--- src/rtl/dacc_pkg.sv ---
package dacc_pkg;
  localparam int OP_BITS = 5;

  typedef enum logic [OP_BITS-1:0] {
    OP_ACC_ADD  = 5'd0,
    OP_ACC_SUB  = 5'd1,
    OP_ADDC_A   = 5'd2,
    OP_ADDC_B   = 5'd3,
    OP_SUBC_A   = 5'd4,
    OP_SUBC_B   = 5'd5,
    OP_INC_A    = 5'd6,
    OP_INC_B    = 5'd7,
    OP_DEC_A    = 5'd8,
    OP_DEC_B    = 5'd9,
    OP_NEG_A    = 5'd10,
    OP_NEG_B    = 5'd11,
    OP_INV_A    = 5'd12,
    OP_INV_B    = 5'd13,
    OP_SHL_A    = 5'd14,
    OP_SHL_B    = 5'd15,
    OP_SAR_A    = 5'd16,
    OP_SAR_B    = 5'd17,
    OP_SHR_A    = 5'd18,
    OP_SHR_B    = 5'd19,
    OP_RCL_A    = 5'd20,
    OP_RCL_B    = 5'd21,
    OP_RCR_A    = 5'd22,
    OP_RCR_B    = 5'd23,
    OP_SHL_D    = 5'd24,
    OP_SHR_D    = 5'd25,
    OP_MUL_AB   = 5'd26,
    OP_X_ADD_B  = 5'd27,
    OP_Y_ADD_B  = 5'd28,
    OP_SWAP_DX  = 5'd29,
    OP_SWAP_DY  = 5'd30,
    OP_IDLE     = 5'd31
  } op_e;
endpackage

--- src/rtl/dacc_alu8.sv ---
module dacc_alu8
  import dacc_pkg::*;
#(
  parameter int W = 8
) (
  input  op_e          op,
  input  logic [W-1:0] a,
  input  logic [W-1:0] b,
  input  logic [W-1:0] m,
  input  logic         cin,
  input  logic         vin,
  output logic [W-1:0] a_nx,
  output logic [W-1:0] b_nx,
  output logic         c_nx,
  output logic         v_nx
);
  localparam int MSB = W - 1;
  localparam logic [W-1:0] MIN_NEG = {1'b1, {(W-1){1'b0}}};
  localparam logic [W-1:0] MAX_POS = {1'b0, {(W-1){1'b1}}};

  logic         to_b;
  logic [W-1:0] x, y, res;
  logic [W:0]   wide;
  logic         ci;

  // target accumulator: odd codes in the single-accumulator group go to B
  always_comb begin
    case (op)
      OP_ADDC_B, OP_SUBC_B, OP_INC_B, OP_DEC_B, OP_NEG_B, OP_INV_B,
      OP_SHL_B, OP_SAR_B, OP_SHR_B, OP_RCL_B, OP_RCR_B: to_b = 1'b1;
      default:                                          to_b = 1'b0;
    endcase
  end

  always_comb begin
    x    = to_b ? b : a;
    y    = (op == OP_ACC_ADD || op == OP_ACC_SUB) ? b : m;
    ci   = (op == OP_ACC_ADD || op == OP_ACC_SUB) ? 1'b0 : cin;
    res  = x;
    c_nx = cin;
    v_nx = vin;
    wide = '0;
    case (op)
      OP_ACC_ADD, OP_ADDC_A, OP_ADDC_B: begin
        wide = {1'b0, x} + {1'b0, y} + {{W{1'b0}}, ci};
        res  = wide[MSB:0];
        c_nx = wide[W];
        v_nx = (x[MSB] == y[MSB]) && (res[MSB] != x[MSB]);
      end
      OP_ACC_SUB, OP_SUBC_A, OP_SUBC_B: begin
        wide = {1'b0, x} - {1'b0, y} - {{W{1'b0}}, ci};
        res  = wide[MSB:0];
        c_nx = wide[W];
        v_nx = (x[MSB] != y[MSB]) && (res[MSB] != x[MSB]);
      end
      OP_INC_A, OP_INC_B: begin
        res  = x + 1'b1;
        v_nx = (res == MIN_NEG);
      end
      OP_DEC_A, OP_DEC_B: begin
        res  = x - 1'b1;
        v_nx = (res == MAX_POS);
      end
      OP_NEG_A, OP_NEG_B: begin
        res  = '0 - x;
        c_nx = |res;
        v_nx = (res == MIN_NEG);
      end
      OP_INV_A, OP_INV_B: begin
        res  = ~x;
        c_nx = 1'b1;
        v_nx = 1'b0;
      end
      OP_SHL_A, OP_SHL_B: begin
        res  = {x[MSB-1:0], 1'b0};
        c_nx = x[MSB];
        v_nx = res[MSB] ^ x[MSB];
      end
      OP_SAR_A, OP_SAR_B: begin
        res  = {x[MSB], x[MSB:1]};
        c_nx = x[0];
        v_nx = res[MSB] ^ x[0];
      end
      OP_SHR_A, OP_SHR_B: begin
        res  = {1'b0, x[MSB:1]};
        c_nx = x[0];
        v_nx = x[0];
      end
      OP_RCL_A, OP_RCL_B: begin
        res  = {x[MSB-1:0], cin};
        c_nx = x[MSB];
        v_nx = res[MSB] ^ x[MSB];
      end
      OP_RCR_A, OP_RCR_B: begin
        res  = {cin, x[MSB:1]};
        c_nx = x[0];
        v_nx = cin ^ x[0];
      end
      default: ;
    endcase
    a_nx = to_b ? a : res;
    b_nx = to_b ? res : b;
  end
endmodule

--- src/rtl/dacc_wide.sv ---
module dacc_wide
  import dacc_pkg::*;
#(
  parameter int W = 8
) (
  input  op_e            op,
  input  logic [W-1:0]   a,
  input  logic [W-1:0]   b,
  input  logic [2*W-1:0] ix,
  input  logic [2*W-1:0] iy,
  input  logic           cin,
  input  logic           vin,
  output logic [2*W-1:0] d_nx,
  output logic [2*W-1:0] x_nx,
  output logic [2*W-1:0] y_nx,
  output logic           c_nx,
  output logic           v_nx
);
  localparam int DW = 2 * W;

  logic [DW-1:0] d, b_ext, prod;

  assign d     = {a, b};
  assign b_ext = {{W{1'b0}}, b};
  assign prod  = {{W{1'b0}}, a} * b_ext;

  always_comb begin
    d_nx = d;
    x_nx = ix;
    y_nx = iy;
    c_nx = cin;
    v_nx = vin;
    case (op)
      OP_SHL_D: begin
        d_nx = {d[DW-2:0], 1'b0};
        c_nx = d[DW-1];
        v_nx = d[DW-2] ^ d[DW-1];
      end
      OP_SHR_D: begin
        d_nx = {1'b0, d[DW-1:1]};
        c_nx = d[0];
        v_nx = d[0];
      end
      OP_MUL_AB: begin
        d_nx = prod;
        c_nx = prod[W-1];
      end
      OP_X_ADD_B: x_nx = ix + b_ext;
      OP_Y_ADD_B: y_nx = iy + b_ext;
      OP_SWAP_DX: begin
        d_nx = ix;
        x_nx = d;
      end
      OP_SWAP_DY: begin
        d_nx = iy;
        y_nx = d;
      end
      default: ;
    endcase
  end
endmodule

--- src/rtl/dacc_exec.sv ---
module dacc_exec
  import dacc_pkg::*;
#(
  parameter int W = 8
) (
  input  logic           clk,
  input  logic           rst_n,
  input  logic           valid,
  input  logic [4:0]     op_code,
  input  logic [W-1:0]   operand,
  output logic [W-1:0]   acc_a,
  output logic [W-1:0]   acc_b,
  output logic [2*W-1:0] idx_x,
  output logic [2*W-1:0] idx_y,
  output logic           flag_c,
  output logic           flag_v
);
  localparam int DW = 2 * W;

  op_e op;
  assign op = op_e'(op_code);

  // reset asserts at once, releases two edges later
  logic [1:0] rst_pipe;
  logic       rst_ok;
  always_ff @(posedge clk or negedge rst_n) begin
    if (!rst_n) rst_pipe <= 2'b00;
    else        rst_pipe <= {rst_pipe[0], 1'b1};
  end
  assign rst_ok = rst_pipe[1];

  logic [W-1:0]  a_q, b_q, a_n, b_n;
  logic [DW-1:0] x_q, y_q, x_n, y_n;
  logic          c_q, v_q, c_n, v_n;

  logic [W-1:0]  alu_a, alu_b;
  logic          alu_c, alu_v;
  logic [DW-1:0] wd_d, wd_x, wd_y;
  logic          wd_c, wd_v;

  dacc_alu8 #(.W(W)) u_alu8 (
    .op(op), .a(a_q), .b(b_q), .m(operand), .cin(c_q), .vin(v_q),
    .a_nx(alu_a), .b_nx(alu_b), .c_nx(alu_c), .v_nx(alu_v)
  );

  dacc_wide #(.W(W)) u_wide (
    .op(op), .a(a_q), .b(b_q), .ix(x_q), .iy(y_q), .cin(c_q), .vin(v_q),
    .d_nx(wd_d), .x_nx(wd_x), .y_nx(wd_y), .c_nx(wd_c), .v_nx(wd_v)
  );

  always_comb begin
    if (op <= OP_RCR_B) begin
      a_n = alu_a;
      b_n = alu_b;
      x_n = x_q;
      y_n = y_q;
      c_n = alu_c;
      v_n = alu_v;
    end else begin
      {a_n, b_n} = wd_d;
      x_n = wd_x;
      y_n = wd_y;
      c_n = wd_c;
      v_n = wd_v;
    end
  end

  always_ff @(posedge clk or negedge rst_ok) begin
    if (!rst_ok) begin
      a_q <= '0;
      b_q <= '0;
      x_q <= '0;
      y_q <= '0;
      c_q <= 1'b0;
      v_q <= 1'b0;
    end else if (valid) begin
      a_q <= a_n;
      b_q <= b_n;
      x_q <= x_n;
      y_q <= y_n;
      c_q <= c_n;
      v_q <= v_n;
    end
  end

  assign acc_a  = a_q;
  assign acc_b  = b_q;
  assign idx_x  = x_q;
  assign idx_y  = y_q;
  assign flag_c = c_q;
  assign flag_v = v_q;

  assert_idle_hold_R2: assert property (@(posedge clk) disable iff (!rst_ok)
    (!valid || op == OP_IDLE) |=> $stable({a_q, b_q, x_q, y_q, c_q, v_q}));

  assert_incdec_carry_R5: assert property (@(posedge clk) disable iff (!rst_ok)
    (valid && op inside {OP_INC_A, OP_INC_B, OP_DEC_A, OP_DEC_B}) |=> $stable(c_q));

  assert_invert_flags_R6: assert property (@(posedge clk) disable iff (!rst_ok)
    (valid && op inside {OP_INV_A, OP_INV_B}) |=> (c_q && !v_q));

  assert_mul_product_R9: assert property (@(posedge clk) disable iff (!rst_ok)
    (valid && op == OP_MUL_AB) |=>
      ({a_q, b_q} == {{W{1'b0}}, $past(a_q)} * {{W{1'b0}}, $past(b_q)}) && $stable(v_q));

  assert_index_add_R10: assert property (@(posedge clk) disable iff (!rst_ok)
    (valid && op == OP_X_ADD_B) |=>
      (x_q == $past(x_q) + {{W{1'b0}}, $past(b_q)}) && $stable({a_q, b_q, c_q, v_q}));

  assert_swap_dx_R11: assert property (@(posedge clk) disable iff (!rst_ok)
    (valid && op == OP_SWAP_DX) |=>
      (x_q == {$past(a_q), $past(b_q)}) && ({a_q, b_q} == $past(x_q)));

  assert_index_kept_R12: assert property (@(posedge clk) disable iff (!rst_ok)
    (valid && op <= OP_RCR_B) |=> $stable({x_q, y_q}));
endmodule

--- config.mk ---
export PLATFORM = sky130hd
export DESIGN_NAME = dacc_exec
export DESIGN_NICKNAME = d
export VERILOG_FILES = /design/src/rtl/dacc_pkg.sv /design/src/rtl/dacc_alu8.sv /design/src/rtl/dacc_wide.sv /design/src/rtl/dacc_exec.sv
export SDC_FILE = /design/constraint.sdc
export NUM_CORES = 1
export LEC_CHECK = 0
export ABC_AREA = 1
export BUFFER_PORTS_ARGS = -buffer_cell sky130_fd_sc_hd__buf_2
export CORE_MARGIN = 2
export CORE_UTILIZATION = 45
export CTS_CLUSTER_SIZE = 12
export DETAILED_ROUTE_END_ITERATION = 16
export PLACE_DENSITY_LB_ADDON = 0.05
export SYNTH_ARGS = -nofsm -noshare
export SYNTH_HDL_FRONTEND = slang
export SYNTH_HIERARCHICAL = 1
export SYNTH_SLANG_ARGS = --single-unit
--- constraint.sdc ---
create_clock -name clk -period 2.4 [get_ports clk]
set_clock_uncertainty 0.2 [all_clocks]
set_input_delay 0.12 -clock clk [delete_from_list [all_inputs] [get_ports clk]]
set_output_delay 0.12 -clock clk [all_outputs]
set_load 0.1 [all_outputs]
==> results of run 1 <==
[what timing repair did]
| item | in CTS | in global routing |
|---|---|---|
| resized for setup | 144 | 97 |
| setup buffers | 23 | 15 |
| endpoints found under the hold margin | 2 | 0 |
| pin swaps | 65 | 64 |
| hold buffers | 2 | 0 |
| setup endpoints to repair | 36 | 44 |
[report_power, final]
group | switching, uW | internal, uW
combinational | 5730 | 3400
clock | 365 | 420
sequential | 366 | 1070
[metal layers]
| metal | up-vias | GRT usage [%] |
|---|---|---|
| li1 | 5701 | - |
| met1 | 5410 | 46.0 |
| met2 | 424 | 53.9 |
| met3 | 61 | 3.83 |
| met4 | 0 | 9.58 |
| met5 | - | 0 |
[how the worst min path moves through the flow]
stage | from | end | depth (start not counted)
floorplan | rst_n | rst_pipe[0] | 0
global placement | rst_n | rst_pipe[0] | 1
detailed placement | rst_n | rst_pipe[0] | 1
CTS | valid | acc_a[7] | 3
global route | valid | acc_a[7] | 3
finish | valid | acc_a[6] | 3
[critical path, cell delays in order, from the launching register on]
cell and delay, ps:
dfrtp_2 480, nand2_2 90, inv_2 40, fa_1 510, fa_1 520, fa_1 530, inv_2 40, fa_1 510
inv_2 40, ha_4 310, nand2_4 90, nor2_4 120, nand2_2 70, nand3_1 60, nand2_1 60, nand3_2 70
nand4_1 110, inv_1 80, nand3_1 60, nand3_1 90, nand2_1 70
[placed cells by master (no fill, tap or decap), types with 18 or more instances in the layout]
cell,count
a21oi_1,29
a21oi_2,20
a22oi_1,18
buf_2,65
buf_4,209
dfrtp_1,21
dfrtp_2,31
fa_1,32
ha_1,52
ha_4,18
inv_1,265
inv_2,31
nand2_1,501
nand2_2,61
nand3_1,114
nand3_2,30
nand4_1,30
nor2_1,75
o21ai_0,63
o21ai_1,30
[kinds of logic (layout without fill, tap and decap cells)]
family                     after synthesis  after routing  share of synthesized area [%]
xor gates and xnor gates                 6              6                          0.537
buffers and inverters                  360            611                           15.2
adders and majority gates              116            116                           18.0
other                                    1              1                         0.0383
and+or+nand+nor                        890            890                           39.8
DFF                                     52             52                           13.3
AOI/OAI and AO/OA                      218            218                           13.0
[stage by stage]
| step | setup TNS [ps] | power, uW | instances | setup slack [ps] | hold WS [ps] |
|---|---|---|---|---|---|
| final | -28250 | 11300 | 2169 | -1860 | 81.5 |
| after detailed placement | -28290 | 9240 | 2126 | -1820 | -293 |
| after global routing | -34320 | 12200 | 2169 | -2030 | 101 |
| after floorplan | -26180 | 6620 | 1643 | -2060 | -376 |
| after global placement | -27830 | 9200 | 2126 | -1800 | -295 |
| after CTS | -27330 | 10900 | 2157 | -1770 | 69.1 |
[registers in the layout, indices dropped and copies added (netlist names)]
name      count
flag_c        1
idx_x        16
flag_v        1
rst_pipe      2
acc_b         8
acc_a         8
idx_y        16
[cell type report]
class | instances | area share [%]
timing repair buffer | 300 | 17.4
clock inverter | 1 | 0.0665
multi-input combinational | 1231 | 59.9
clock buffer | 7 | 1.08
inverter | 303 | 8.76
sequential | 52 | 10.2
tap | 275 | 2.61
==> results.ini, run 1 <==
[sta]
setup_viol = 41
drv_slew = 0
fmax_mhz = 235
setup_slack_ps = -1860
maxSlewHeadroom_pct = 55.2
hold_viol = 0
min_period_over_period_pct = 177
rsz0062_at_grt = yes
min_period_ps = 4260
max_slew.worst_pin.slew_ps = 672

[layout]
layout-drive-gt1-share_pct = 31.0
nNetsFinal = 2025
area_growth_pct = 34.4
stdcell_area_mm2 = 0.0132
seq_area_mm2 = 0.00134
n_antenna_cell = 0
fill_cells = 2099
final_util_pct = 62.0
multiInputGateArea_mm2 = 0.00789

[die]
dieHeight_um = 152
io_pins = 66
initial_core_util_pct = 46.1
rows = 53
fp.dieW_um = 152
design.core.area_mm2 = 0.0212
dieArea_mm2 = 0.0230

[synthesis]
synth_most_common_cell = nand2_1
syn-num-nets = 1775
synthArstFlopShare_pct = 100
yosys-top-cells-area = nand2_1, dfrtp_1, inv_1
syn_area_mm2 = 0.00979
synth_cells = 1643
synth-seq-cells = 52
yosysWarnings = 6
synth_edf_count = 0
ys_types = 50
synth_area_leader_cell = nand2_1
synth_top_area_share_pct = 21.1
synth_ff_type = dfrtp_1
synth.top_cells.by_count = nand2_1, inv_1, nand3_1
synth-seq-area-share_pct = 13.3
syn_avg_cell_area_um2 = 5.96

[drt]
route.met3.wl_um = 2600
wl_per_cell_um = 17.6
via_per_inst = 5.35
wl_met1_um = 16900
drc_errors = 0
dr_wl_met2_um = 17500
dr.max_layer_used = met4
first_pass_iters = 6
totalWireLength_um = 38100
vias = 11600
ant_nets = 0
drtIter0Drc = 1116

[cts]
clock-sinks = 52
clkTransAtPathRegs_ps = 70
htreeDepth = 2
cts_made_buffers = 5
cts_buffer_depth = 2
tritoncts = done
clock_latency_ps = 310
clockRootBuffer = clkbuf_16

[grt]
grt_start_max_net_pins = 51
grt_pass1_wl_um = 58200
grt.total_usage_pct = 33.0
grt_antenna_before_repair = 0
grt_pass1_vias = 10700
grt-ovfl-total = 0

[power_and_ir_drop]
p_per_area_mw_per_mm2 = 862
p_leak_uw = 0.00743
irDropWorstVdd_mv = 0.658

[place]
io_buffers = 65
globalplace.congestion = 1.03
dpl_cell_area_mm2 = 0.0119
dp.final_hpwl_um = 29200

[setup_path]
cp_data_required_time_ps = 2390
rr_startpoint = acc_a[5]
timing.rr.end = acc_a[2]
path_max_fanout = 7
startpoint = acc_a[5]
rr_worst_depth = 20
crit_path_start_kind = flip-flop
arrival_ps = 4250
ff2ff_setup_slack_ps = -1860
setup.worst_path.end = acc_a[2]
endpoint_kind = flip-flop
path_class = flip-flop to flip-flop

[outcome]
violations = setup timing
outcome = complete, but fails checks

[run]
cap_violations = 0

[hold_path]
hold_class = input port to flip-flop

(Power assumes the default switching activity.)
==> run 2, diff against run 1 <==
Settings changed: SKIP_LAST_GASP set to 1.
==> run 2 against run 1 <==
  * The run still ends with setup timing left
  * Worst setup slack got worse by 54 ps
  * Sequential cell count did not move
  * Total power fell by 0.90%
  * Fmax fell by 1.3%
  * Utilization fell by 0.40 points
  * Combinational power fell by 1%
  * Wire length fell by 0.53%
  * Clock-buffer cell count did not move
==> results.ini, run 2 (synthesized netlist as in run 1, its figures left out) <==
[outcome]
outcome = complete, but fails checks
violations = setup timing

[grt]
grt-ovfl-total = 0  ; unchanged
grt_start_max_net_pins = 51  ; unchanged
grt_pass1_wl_um = 58200  ; about the same
grt.total_usage_pct = 33.0  ; about the same
grt_pass1_vias = 10700  ; -0.019%
grt_antenna_before_repair = 0  ; unchanged

[power_and_ir_drop]
p_leak_uw = 0.00740  ; -0.45%
p_total_uw = 11200  ; -0.90%
irDropWorstVdd_mv = 0.657  ; about the same
p_per_area_mw_per_mm2 = 860  ; -0.25%

[setup_path]
crit_path_start_kind = flip-flop
cpMostUsedCell = fa_1
endpoint_kind = flip-flop
critPathSlowestCell = fa_1
cp_data_required_time_ps = 2390  ; about the same
cp_cell_sequence = nand2_2, inv_2, fa_1, fa_1, fa_1, inv_2, fa_1, inv_2, ha_4, nand2_4, nor2_4, nand2_1, nand3_1, nand2_1, nand3_2, nand4_1, inv_1, nand3_1, nand3_1, nand2_1
arrival_ps = 4300  ; +50 ps
slowest_delay_ps = 530  ; about the same
cp_top_family = adder cells
path_max_fanout = 7  ; unchanged
path_buf_inv = 4  ; unchanged
path_class = flip-flop to flip-flop

[place]
io_buffers = 65  ; unchanged
pre_cts_ws_ps = -1820  ; unchanged
globalplace.congestion = 1.03  ; unchanged
dpl_cell_area_mm2 = 0.0119  ; unchanged
dp.final_hpwl_um = 29200  ; unchanged

[die]
fp.dieW_um = 152  ; unchanged
rows = 53  ; unchanged
dieHeight_um = 152  ; unchanged
design.core.area_mm2 = 0.0212  ; unchanged
dieArea_mm2 = 0.0230  ; unchanged
initial_core_util_pct = 46.1  ; unchanged
io_pins = 66  ; unchanged

[sta]
rsz0062_at_grt = yes
min_period_over_period_pct = 180  ; +2.3 points
max_slew.worst_pin.slew_ps = 670  ; -1.39 ps
maxSlewHeadroom_pct = 55.3  ; +0.093 points
setup_viol = 43  ; +4.9%
min_period_ps = 4310  ; +54.1 ps
hold_viol = 0  ; unchanged
fmax_mhz = 232  ; -1.3%
drv_slew = 0  ; unchanged
setup_slack_ps = -1910  ; -54.1 ps

[layout]
n_antenna_cell = 0  ; unchanged
final_cell_mix = nand2_1, inv_1, buf_4, nand3_1, nor2_1
layout-drive-gt1-share_pct = 30.4  ; -0.67 points
stdcell_area_mm2 = 0.0131  ; -0.65%
nNetsFinal = 2024  ; -0.049%
area_growth_pct = 33.5
fill_cells = 2100  ; +0.048%
final_common_cell = nand2_1

[drt]
drc_errors = 0  ; unchanged
wl_per_cell_um = 17.5  ; -0.49%
vias = 11600  ; +0.22%
via_per_inst = 5.36  ; +0.27%
drtIter0Drc = 968  ; -13%
totalWireLength_um = 37900  ; -0.53%
ant_nets = 0  ; unchanged
first_pass_iters = 6  ; unchanged

[cts]
htreeDepth = 2  ; unchanged
clock-sinks = 52  ; unchanged
cts_made_buffers = 5  ; unchanged
tritoncts = done
clkTransAtPathRegs_ps = 70  ; about the same
clock_latency_ps = 310  ; about the same
clockRootBuffer = clkbuf_16
cts_buffer_depth = 2  ; unchanged

[hold_path]
hold_class = input port to flip-flop

[run]
cap_violations = 0  ; unchanged

==> run 2: cell types whose count changed in the layout (fill, tap and decap cells not counted), sizes merged <==
cell | previous run | this run
buf | 298 | 297
==> run 2: layout make-up <==
class | count | area [um2] | share of cell area (%)
flip-flops and latches | 52 | 1340 | 10.2
clock inverters | 1 | 8.76 | 0.0670
repair buffers | 299 | 2260 | 17.3
well taps | 275 | 344 | 2.63
inverters | 303 | 1150 | 8.80
multi-input cells | 1231 | 7830 | 59.9
clock buffers | 7 | 143 | 1.09
==> run 2: worst paths after layout <==
kind	start	end	cells past startpoint	slack (ps)
worst min register to register	rst_pipe[1]	idx_x[7]	0	100
worst min-delay path	valid	acc_a[6]	3	70
min in group asynchronous	rst_pipe[1]	idx_x[7]	0	100
max in group asynchronous	rst_pipe[1]	flag_c	1	1310
worst max register to register	acc_a[5]	acc_a[2]	20	-1910
worst max-delay path	acc_a[5]	acc_a[2]	20	-1910
==> run 2: metrics by stage <==
step           instances  hold WS (ps)  utilization, %  TNS, ps
6_report            2168          71.6            61.6   -28920
3_5_place_dp        2126          -293            56.0   -28290
5_1_grt             2168           101            61.6   -34930
2_1_floorplan       1643          -376               -   -26180
3_3_place_gp        2126          -295            56.0   -27830
4_1_cts             2157          69.1            60.0   -27390
==> run 2: timing repair <==
action	4_1_cts	5_1_grt
pin swaps	63	57
resized for setup	140	79
endpoints found under the hold margin	2	0
hold buffers	2	0
buffers inserted	23	14
endpoints found under the setup margin	36	44
==> run 2: tightest hold or removal path, delay by kind of cell <==
| kind | cells | cell delay, ps |
|---|---|---|
| buffers and inverters | 1 | 250 |
| AND/OR/NAND/NOR | 2 | 170 |
==> run 2: where the power goes <==
| group | internal [uW] | total, uW | switching, uW |
|---|---|---|---|
| clock network | 420 | 788 | 369 |
| logic | 3370 | 9030 | 5660 |
| registers | 1070 | 1430 | 362 |
| total | 4850 | 11200 | 6390 |
==> run 2: per-layer routing <==
metal  GRT usage [%]  routed length [um]  vias up  part of all wire, %
met5               0                   0        -                    0
met4            9.58                1050        0                  2.8
met3            3.83                2860       66                  7.6
met2            53.9               17400      480                   46
met1            46.0               16600     5378                   44
li1                -                   -     5698                    -
==> run 3, diff against run 2 <==
Settings changed: ABC_AREA 1 to unset.
==> run 3 against run 2 <==
  * The run still ends with setup timing left
  * Wire length decreased by 3.4%
  * Non-clock buffer count rose by 80
  * Final cell count decreased by 18%
  * Global-route usage down 0.13 points
  * Fmax fell by 4.3%
  * Sequential cell count unchanged
  * Register-to-register slack worse by 190 ps
  * Critical path type unchanged
==> results.ini, run 3 <==
[outcome]
outcome = complete, but fails checks
violations = setup timing

[die]
design.core.area_mm2 = 0.0208  ; -1.9%
initial_core_util_pct = 45.5  ; -0.66 points
rows = 53  ; unchanged
dieArea_mm2 = 0.0222  ; -3.2%
dieHeight_um = 149  ; -1.6%
fp.dieW_um = 149  ; -1.6%
io_pins = 66  ; unchanged

[synthesis]
synth_cells = 1207  ; -27%
ys_types = 83  ; +66%
synth_area_leader_cell = dfrtp_1
yosys-top-cells-area = dfrtp_1, ha_1, fa_1
synthArstFlopShare_pct = 100  ; unchanged
synth-seq-area-share_pct = 13.7  ; +0.45 points
yosysWarnings = 6  ; unchanged
synth_edf_count = 0  ; unchanged
synth_top_area_share_pct = 13.7  ; -7.3 points
syn_area_mm2 = 0.00947  ; -3.3%
synth.top_cells.by_count = nand2_1, inv_1, ha_1
synth_most_common_cell = nand2_1
syn_avg_cell_area_um2 = 7.85  ; +32%
synth-seq-cells = 52  ; unchanged
synth_ff_type = dfrtp_1
syn-num-nets = 1339  ; -25%

[drt]
drc_errors = 0  ; unchanged
totalWireLength_um = 36600  ; -3.4%
wl_per_cell_um = 20.5  ; +18%
vias = 10500  ; -9.4%
via_per_inst = 5.91  ; +10%
first_pass_iters = 8  ; +2
drtIter0Drc = 947  ; -2.2%
ant_nets = 0  ; unchanged

[run]
cap_violations = 0  ; unchanged

[cts]
cts_made_buffers = 5  ; unchanged
clkTransAtPathRegs_ps = 80  ; about the same
htreeDepth = 2  ; unchanged
clock_latency_ps = 310  ; about the same
clock-sinks = 52  ; unchanged
clockRootBuffer = clkbuf_16
cts_buffer_depth = 2  ; unchanged
tritoncts = done

[grt]
grt.total_usage_pct = 32.8  ; -0.13 points
grt_start_max_net_pins = 39  ; -24%
grt-ovfl-total = 0  ; unchanged
grt_pass1_wl_um = 56600  ; -2.6%
grt_pass1_vias = 10100  ; -5.3%
grt_antenna_before_repair = 0  ; unchanged

[layout]
area_growth_pct = 41.7
layout-drive-gt1-share_pct = 42.8  ; +12 points
final_common_cell = buf_4
n_antenna_cell = 0  ; unchanged
nNetsFinal = 1637  ; -19%
final_cell_mix = buf_4, nand2_1, inv_1, nor2_1, buf_2

[sta]
min_period_ps = 4500  ; +191 ps
hold_viol = 0  ; unchanged
fmax_mhz = 222  ; -4.3%
drv_slew = 0  ; unchanged
setup_slack_ps = -2100  ; -191 ps
finalHoldWorstSlack_ps = 89.3  ; +17.6 ps
setup_viol = 47  ; +9.3%
max_slew.worst_pin.slew_ps = 635  ; -35.0 ps
min_period_over_period_pct = 188  ; +8.0 points
rsz0062_at_grt = yes
maxSlewHeadroom_pct = 56.6  ; +1.2 points

[setup_path]
path_max_fanout = 8  ; +1
cpMostUsedCell = fa_1
cp_top_family = adder cells
path_class = flip-flop to flip-flop
slowest_delay_ps = 510  ; -20 ps
startpoint = acc_a[3]
cp.depth = 16  ; -20%
rr_worst_depth = 16  ; -20%
path_buf_inv = 2  ; -2
crit_path_start_kind = flip-flop
rr_startpoint = acc_a[3]
cp_data_required_time_ps = 2430  ; +40 ps
endpoint_kind = flip-flop
critPathSlowestCell = fa_1
arrival_ps = 4530  ; +230 ps
cp_cell_sequence = and2_4, fa_1, fa_1, fa_1, inv_1, fa_1, inv_2, ha_4, a21o_1, a21oi_2, o21a_1, o32ai_2, xnor2_1, o21ai_1, nand3_1, a31oi_1

[hold_path]
hold_class = flip-flop to asynchronous set/reset pin

[place]
dp.final_hpwl_um = 27400  ; -6.0%
io_buffers = 65  ; unchanged
globalplace.congestion = 0.946  ; -8.5%

[run 3: cell count changes after synthesis, moves of 19 or more]
cell      previous run  this run
xnor2_1              3        29
nand3_1            147        51
inv_1              293        90
nand4_1             30        10
and2_1               0        60
a21bo_2              0        19
nand2_2             26         1
a22oi_1             18        37
nand2_1            550       111
mux2_4               0        30
a31oi_1              1        27
mux2i_1              0        19
o21ai_0             93        57
clkbuf_1            21        56
[run 3: cell type report]
class,instances,area (um2)
clock inverter,2,13.8
clock buffer,6,139
timing repair buffer,379,2880
sequential,52,1350
tap,275,344
inverter,91,344
fill,1843,7400
multi-input combinational,976,8360
[run 3: logic make-up after synthesis]
logic type | synth area share, %
and+or+nand+nor | 21.7
AOI/OAI and AO/OA | 26.1
buffers and inverters | 7.82
adders and majority gates | 18.7
muxes | 7.71
DFF | 13.7
xor gates and xnor gates | 4.25
other | 0.0396
[run 3: metrics by stage]
| step | cell area, um2 | utilization [%] | setup WS [ps] | instances | setup TNS [ps] |
|---|---|---|---|---|---|
| after floorplan | 10200 | - | -2280 | 1207 | -35230 |
| after global placement | 12500 | 59.8 | -2010 | 1745 | -38830 |
| after detailed placement | 12500 | 59.8 | -2050 | 1745 | -39430 |
| after CTS | 13200 | 63.4 | -2040 | 1773 | -41440 |
| after global routing | 13400 | 64.5 | -2240 | 1781 | -47630 |
| final | 13400 | 64.5 | -2100 | 1781 | -43120 |
[run 3: what timing repair did]
item / 4_1_cts / 5_1_grt
hold buffers: 2 / 0
hold endpoints to repair: 2 / 0
endpoints found under the setup margin: 45 / 47
gates resized for setup: 98 / 41
setup buffers: 20 / 13
pin swaps: 70 / 49
[run 3: worst reg2reg max path, cell delays in order, from the launching register on]
cell and delay, ps:
dfrtp_2 490, and2_4 190, fa_1 460, fa_1 500
fa_1 510, inv_1 50, fa_1 510, inv_2 50
ha_4 240, a21o_1 170, a21oi_2 200, o21a_1 170
o32ai_2 80, xnor2_1 130, o21ai_1 160, nand3_1 110
a31oi_1 190
[run 3: final timing paths]
path                                 end  slack [ps]
worst max-delay path            acc_a[6]       -2100
worst min-delay path            idx_x[3]          90
worst max register to register  acc_a[6]       -2100
worst min register to register  idx_x[3]          90
max in group asynchronous       acc_a[5]        1290
min in group clk                acc_b[1]         150
[run 3: routing by layer]
layer / up-vias / wire, um / part of all wire (%) / GRT usage, %
met3: 63 / 2920 / 8.0 / 5.47
met1: 5063 / 15900 / 43 / 45.6
met4: 0 / 925 / 2.5 / 8.86
met2: 452 / 16800 / 46 / 52.9
li1: 4955 / - / - / -
met5: - / 0 / 0 / 0
Power of run 3 is not shown: default switching activity piles up to over one toggle a cycle in this logic, so the estimate is an artifact.
